`src/rtl/keypad_scan_pkg.sv`:
```
package keypad_scan_pkg;

  typedef enum logic [0:0] {
    ST_SCAN = 1'b0,
    ST_HOLD = 1'b1
  } scan_state_e;

  // Key code arithmetic: rows are numbered major, columns minor.
  function automatic int unsigned pack_code(input int unsigned row,
                                            input int unsigned col,
                                            input int unsigned ncols);
    return row * ncols + col;
  endfunction

  function automatic int unsigned next_row(input int unsigned row,
                                           input int unsigned nrows);
    return (row == nrows - 1) ? 0 : row + 1;
  endfunction

endpackage

```
`src/rtl/keypad_col_sync.sv`:
```
module keypad_col_sync #(
  parameter int W      = 4,
  parameter int STAGES = 2
) (
  input  logic         clk,
  input  logic         rst,
  input  logic [W-1:0] d_i,
  output logic [W-1:0] q_o
);

  logic [STAGES-1:0][W-1:0] stage_q;

  // Idle (pulled-up) level is all ones, so reset loads ones.
  always_ff @(posedge clk) begin
    if (rst) begin
      stage_q <= '1;
    end else begin
      stage_q[0] <= d_i;
      for (int s = 1; s < STAGES; s++) begin
        stage_q[s] <= stage_q[s-1];
      end
    end
  end

  assign q_o = stage_q[STAGES-1];

endmodule

```
`src/rtl/keypad_col_pick.sv`:
```
module keypad_col_pick #(
  parameter int COLS  = 4,
  parameter int COL_W = 2
) (
  input  logic [COLS-1:0]  col_s_i,
  output logic             any_low_o,
  output logic [COL_W-1:0] col_idx_o
);

  // Descending walk: the last hit written is the lowest-numbered column.
  always_comb begin
    any_low_o = 1'b0;
    col_idx_o = '0;
    for (int c = COLS - 1; c >= 0; c--) begin
      if (!col_s_i[c]) begin
        any_low_o = 1'b1;
        col_idx_o = COL_W'(c);
      end
    end
  end

endmodule

```
`src/rtl/keypad_scan_fsm.sv`:
```
module keypad_scan_fsm
  import keypad_scan_pkg::*;
#(
  parameter int ROWS   = 4,
  parameter int COLS   = 4,
  parameter int ROW_W  = 2,
  parameter int COL_W  = 2,
  parameter int CODE_W = 4
) (
  input  logic              clk,
  input  logic              rst,
  input  logic              scan_tick,
  input  logic              any_low_i,
  input  logic [COL_W-1:0]  col_idx_i,
  output logic [ROW_W-1:0]  row_idx_o,
  output logic [CODE_W-1:0] key_code_o,
  output logic              key_valid_o,
  output logic              hit_evt_o,
  output logic              adv_evt_o
);

  scan_state_e state_q;
  logic        release_evt;

  assign hit_evt_o   = (state_q == ST_SCAN) && scan_tick && any_low_i;
  assign release_evt = (state_q == ST_HOLD) && scan_tick && !any_low_i;
  assign adv_evt_o   = ((state_q == ST_SCAN) && scan_tick && !any_low_i) || release_evt;

  always_ff @(posedge clk) begin
    if (rst) begin
      state_q     <= ST_SCAN;
      row_idx_o   <= '0;
      key_code_o  <= '0;
      key_valid_o <= 1'b0;
    end else begin
      key_valid_o <= hit_evt_o;
      if (hit_evt_o) begin
        state_q    <= ST_HOLD;
        key_code_o <= CODE_W'(pack_code(int'(row_idx_o), int'(col_idx_i), COLS));
      end else if (release_evt) begin
        state_q <= ST_SCAN;
      end
      if (adv_evt_o) begin
        row_idx_o <= ROW_W'(next_row(int'(row_idx_o), ROWS));
      end
    end
  end

endmodule

```
`src/rtl/keypad_scan_enc.sv`:
```
module keypad_scan_enc #(
  parameter int ROWS        = 4,
  parameter int COLS        = 4,
  parameter int SYNC_STAGES = 2
) (
  input  logic       clk,
  input  logic       rst,
  input  logic       scan_tick,
  input  logic [3:0] col_n_i,
  output logic [3:0] row_o,
  output logic [3:0] row_oe_o,
  output logic [3:0] key_code_o,
  output logic       key_valid_o
);

  localparam int ROW_W  = (ROWS > 1) ? $clog2(ROWS) : 1;
  localparam int COL_W  = (COLS > 1) ? $clog2(COLS) : 1;
  localparam int CODE_W = $clog2(ROWS * COLS);

  logic [COLS-1:0]  col_s;
  logic             any_low;
  logic [COL_W-1:0] col_idx;
  logic [ROW_W-1:0] row_idx;
  logic             hit_evt;
  logic             adv_evt;

  keypad_col_sync #(.W(COLS), .STAGES(SYNC_STAGES)) u_sync (
    .clk (clk),
    .rst (rst),
    .d_i (col_n_i),
    .q_o (col_s)
  );

  keypad_col_pick #(.COLS(COLS), .COL_W(COL_W)) u_pick (
    .col_s_i   (col_s),
    .any_low_o (any_low),
    .col_idx_o (col_idx)
  );

  keypad_scan_fsm #(
    .ROWS(ROWS), .COLS(COLS), .ROW_W(ROW_W), .COL_W(COL_W), .CODE_W(CODE_W)
  ) u_fsm (
    .clk         (clk),
    .rst         (rst),
    .scan_tick   (scan_tick),
    .any_low_i   (any_low),
    .col_idx_i   (col_idx),
    .row_idx_o   (row_idx),
    .key_code_o  (key_code_o),
    .key_valid_o (key_valid_o),
    .hit_evt_o   (hit_evt),
    .adv_evt_o   (adv_evt)
  );

  // Row pads: active row pulled low, the rest released.
  for (genvar r = 0; r < ROWS; r++) begin : g_row
    assign row_oe_o[r] = (row_idx == ROW_W'(r));
    assign row_o[r]    = 1'b0;
  end

endmodule

```
`config.mk`:
```
export PLATFORM = sky130hd
export DESIGN_NAME = keypad_scan_enc
export DESIGN_NICKNAME = d
export VERILOG_FILES = /design/src/rtl/keypad_scan_pkg.sv /design/src/rtl/keypad_col_sync.sv /design/src/rtl/keypad_col_pick.sv /design/src/rtl/keypad_scan_fsm.sv /design/src/rtl/keypad_scan_enc.sv
export SDC_FILE = /design/constraint.sdc
export NUM_CORES = 1
export LEC_CHECK = 0
export ABC_AREA = 1
export BUFFER_PORTS_ARGS = -buffer_cell sky130_fd_sc_hd__clkbuf_2
export CORE_UTILIZATION = 52
export DETAILED_ROUTE_END_ITERATION = 16
export PLACE_DENSITY = 0.82
export SYNTH_ARGS = -nofsm -noshare
export SYNTH_HDL_FRONTEND = slang
export SYNTH_SLANG_ARGS = --single-unit
```
`constraint.sdc`:
```
create_clock -name clk -period 2.64 [get_ports clk]
set_input_delay 0.528 -clock clk [delete_from_list [all_inputs] [get_ports clk]]
set_output_delay 0.528 -clock clk [all_outputs]
set_load 0.02 [all_outputs]
```
==> results.json <==
{
  "worstPathCellList": "inv_1 > ha_1 > clkbuf_2",
  "synth-main-ff-cell": "dfxtp_1",
  "arrival_ns": 1.16,
  "synth-edff-count": 0,
  "clock_path_buffers": 2,
  "start_util": 0.590,
  "die_y_um": 38.4,
  "gp_congestion": 0.815,
  "core.rowCount": 12,
  "routed_wl_um": 1060,
  "grt_pass1_wl_um": 1770,
  "htree_levels": 1,
  "hold-worst-slack_ns": 0.418,
  "crit_buf_inv": 2,
  "use_met3": 0.0523,
  "worstPathMaxFanout": 5,
  "max_stage_delay_ns": 0.42,
  "critPathSlowestCell": "dfxtp_1",
  "antenna_cells": 0,
  "die_w_um": 38.4,
  "grt_pass1_vias": 484,
  "seq_area_frac_synth": 0.464,
  "ant_nets": 0,
  "yosys_warnings": 0,
  "finalSetupViolCount": 0,
  "met1_usage": 0.185,
  "track_usage": 0.182,
  "slew_viol_final": 0,
  "cap_violations": 0,
  "setup_tns_ns": 0,
  "pin_count": 20,
  "min_period_ns": 1.69,
  "n_fill_cell": 105,
  "ys_async_sr_fraction": 0,
  "grt_overflow": 0,
  "cp_top_family": "flip-flops",
  "drt-initial-drc-count": 9,
  "layout.nets": 112,
  "clock-root-buffer": "clkbuf_4",
  "hpwl_um": 782,
  "antenna_found_initial": 0,
  "wl_per_cell_um": 9.29,
  "hold_path_class": "reg -> reg",
  "status": "finished clean",
  "grt_max_degree": 11,
  "ctsHoldBuffers": 0,
  "required_ns": 2.11,
  "path_clk_slew_ns": 0.09,
  "critPathKind": "reg -> out",
  "die_area_um2": 1480,
  "area_delta_synth_final_pct": 15.9,
  "ir_drop_v": 0.000360,
  "core_area_um2": 1170,
  "grt_busiest_layer": "met2",
  "cts_resized": 0,
  "firstDrtPassIters": 5,
  "avgSynthCellArea_um2": 8.42,
  "powerDensity_nw_per_um2": 646,
  "synth_cells": 82,
  "drive_gt1_frac": 0.360,
  "clkLatencyLatePin_ns": 0.29,
  "viasPerCell": 4.78,
  "min_period_over_period": 0.640,
  "rsz0062_at_grt": "no",
  "postCtsSetupRepairBufs": 0,
  "ys_ff_latch": 16,
  "cts_num_sinks": 16,
  "synth_cell_type_count": 17,
  "vias": 545,
  "max_freq_mhz": 592,
  "fin_skew_ns": 0.00161,
  "numCtsBuffers": 3,
  "use_met2": 0.326,
  "worstSetupEndpointType": "output pin",
  "tritoncts": "yes",
  "final_hold_viol_count": 0,
  "leakage_nw": 0.427,
  "portBuffers": 15,
  "drc": 0,
  "startpoint_type": "register",
  "syn_area_um2": 691
}
==> cell type report <==
cell class	instances	area, µm²	area share
flip-flops and latches	16	320	0.400
inverters	10	37.5	0.0469
clock buffers	4	36.3	0.0453
well taps	14	17.5	0.0219
multi-input cells	55	314	0.392
repair buffers	15	75.1	0.0938
==> kinds of logic (layout without fill, tap and decap cells) <==
kind of cell | after synthesis | after routing | share of synthesized area
and+or+nand+nor | 44 | 44 | 0.335
DFF | 16 | 16 | 0.464
buffers and inverters | 14 | 29 | 0.0978
adders and majority gates | 4 | 4 | 0.0725
AOI/OAI and AO/OA | 3 | 3 | 0.0254
other | 1 | 4 | 0.00543
==> worst register-to-register path, cell delays in order (launching register included) <==
cell     delay (ns)
dfxtp_1        0.36
ha_1           0.24
or2_2          0.28
nand3_1        0.08
nand2_1        0.05
nor2_1         0.09
==> registers in the layout (all words and copies together), names as in the netlist <==
signal / cells
u_fsm.key_code_o: 4
u_fsm.row_idx_o: 2
u_fsm.key_valid_o: 1
u_sync.q_o: 4
u_fsm.state_q: 1
u_sync.stage_q: 4
==> worst paths after layout <==
| kind | startpoint | to | slack (ns) | depth (start not counted) |
|---|---|---|---|---|
| hold reg to reg | u_sync.stage_q[3] | u_sync.q_o[3] | 0.42 | 1 |
| hold / removal | u_sync.stage_q[3] | u_sync.q_o[3] | 0.42 | 1 |
| setup / recovery | u_fsm.row_idx_o[0] | row_oe_o[2] | 0.95 | 3 |
| setup reg to reg | u_fsm.row_idx_o[0] | u_fsm.row_idx_o[0] | 1.49 | 5 |
==> synthesized netlist by cell type (2+ instances only) <==
master | number | share of area
nor2_2 | 2 | 0.018
nand3_1 | 6 | 0.043
nand2_2 | 3 | 0.027
ha_1 | 4 | 0.072
buf_4 | 4 | 0.043
dfxtp_1 | 16 | 0.46
nand2_1 | 9 | 0.049
inv_1 | 9 | 0.049
nor2_1 | 13 | 0.071
or2_2 | 9 | 0.082
==> power by group <==
group | switching, mW | internal (mW)
clock network | 0.0773 | 0.0840
registers | 0.0102 | 0.257
logic | 0.0567 | 0.0329
total | 0.144 | 0.373
==> stage by stage <==
step / worst slack [ns] / util / cell area (µm²) / instances / power, mW
global route: 0.903 / 0.684 / 801 / 114 / 0.541
floorplan: 1.41 / - / 702 / 85 / 0.343
CTS: 0.946 / 0.684 / 801 / 114 / 0.522
detailed placement: 1.28 / 0.653 / 764 / 110 / 0.362
finish: 0.950 / 0.684 / 801 / 114 / 0.518
global placement: 1.33 / 0.653 / 764 / 110 / 0.358
==> routing by layer <==
layer	vias to the layer above	routed length, µm
met4	0	24
li1	277	-
met3	5	53
met2	20	552
met1	243	428
met5	-	0
==> cells in the final DEF (no fill, tap or decap) <==
cell,synthesis,routed
nor2_2,2,2
clkbuf_4,0,3
clkbuf_8,0,1
or2_2,9,9
clkbuf_2,0,15
inv_1,9,9
nand2_1,9,9
nand2_4,1,1
inv_2,1,1
conb_1,1,4
nor2_8,1,1
nand2_2,3,3
dfxtp_1,16,16
nor2_1,13,13
nand3_1,6,6
ha_1,4,4
a21oi_1,1,1
a21boi_0,1,1
o21ai_0,1,1
Note: power is estimated with default switching activity, not from simulation.
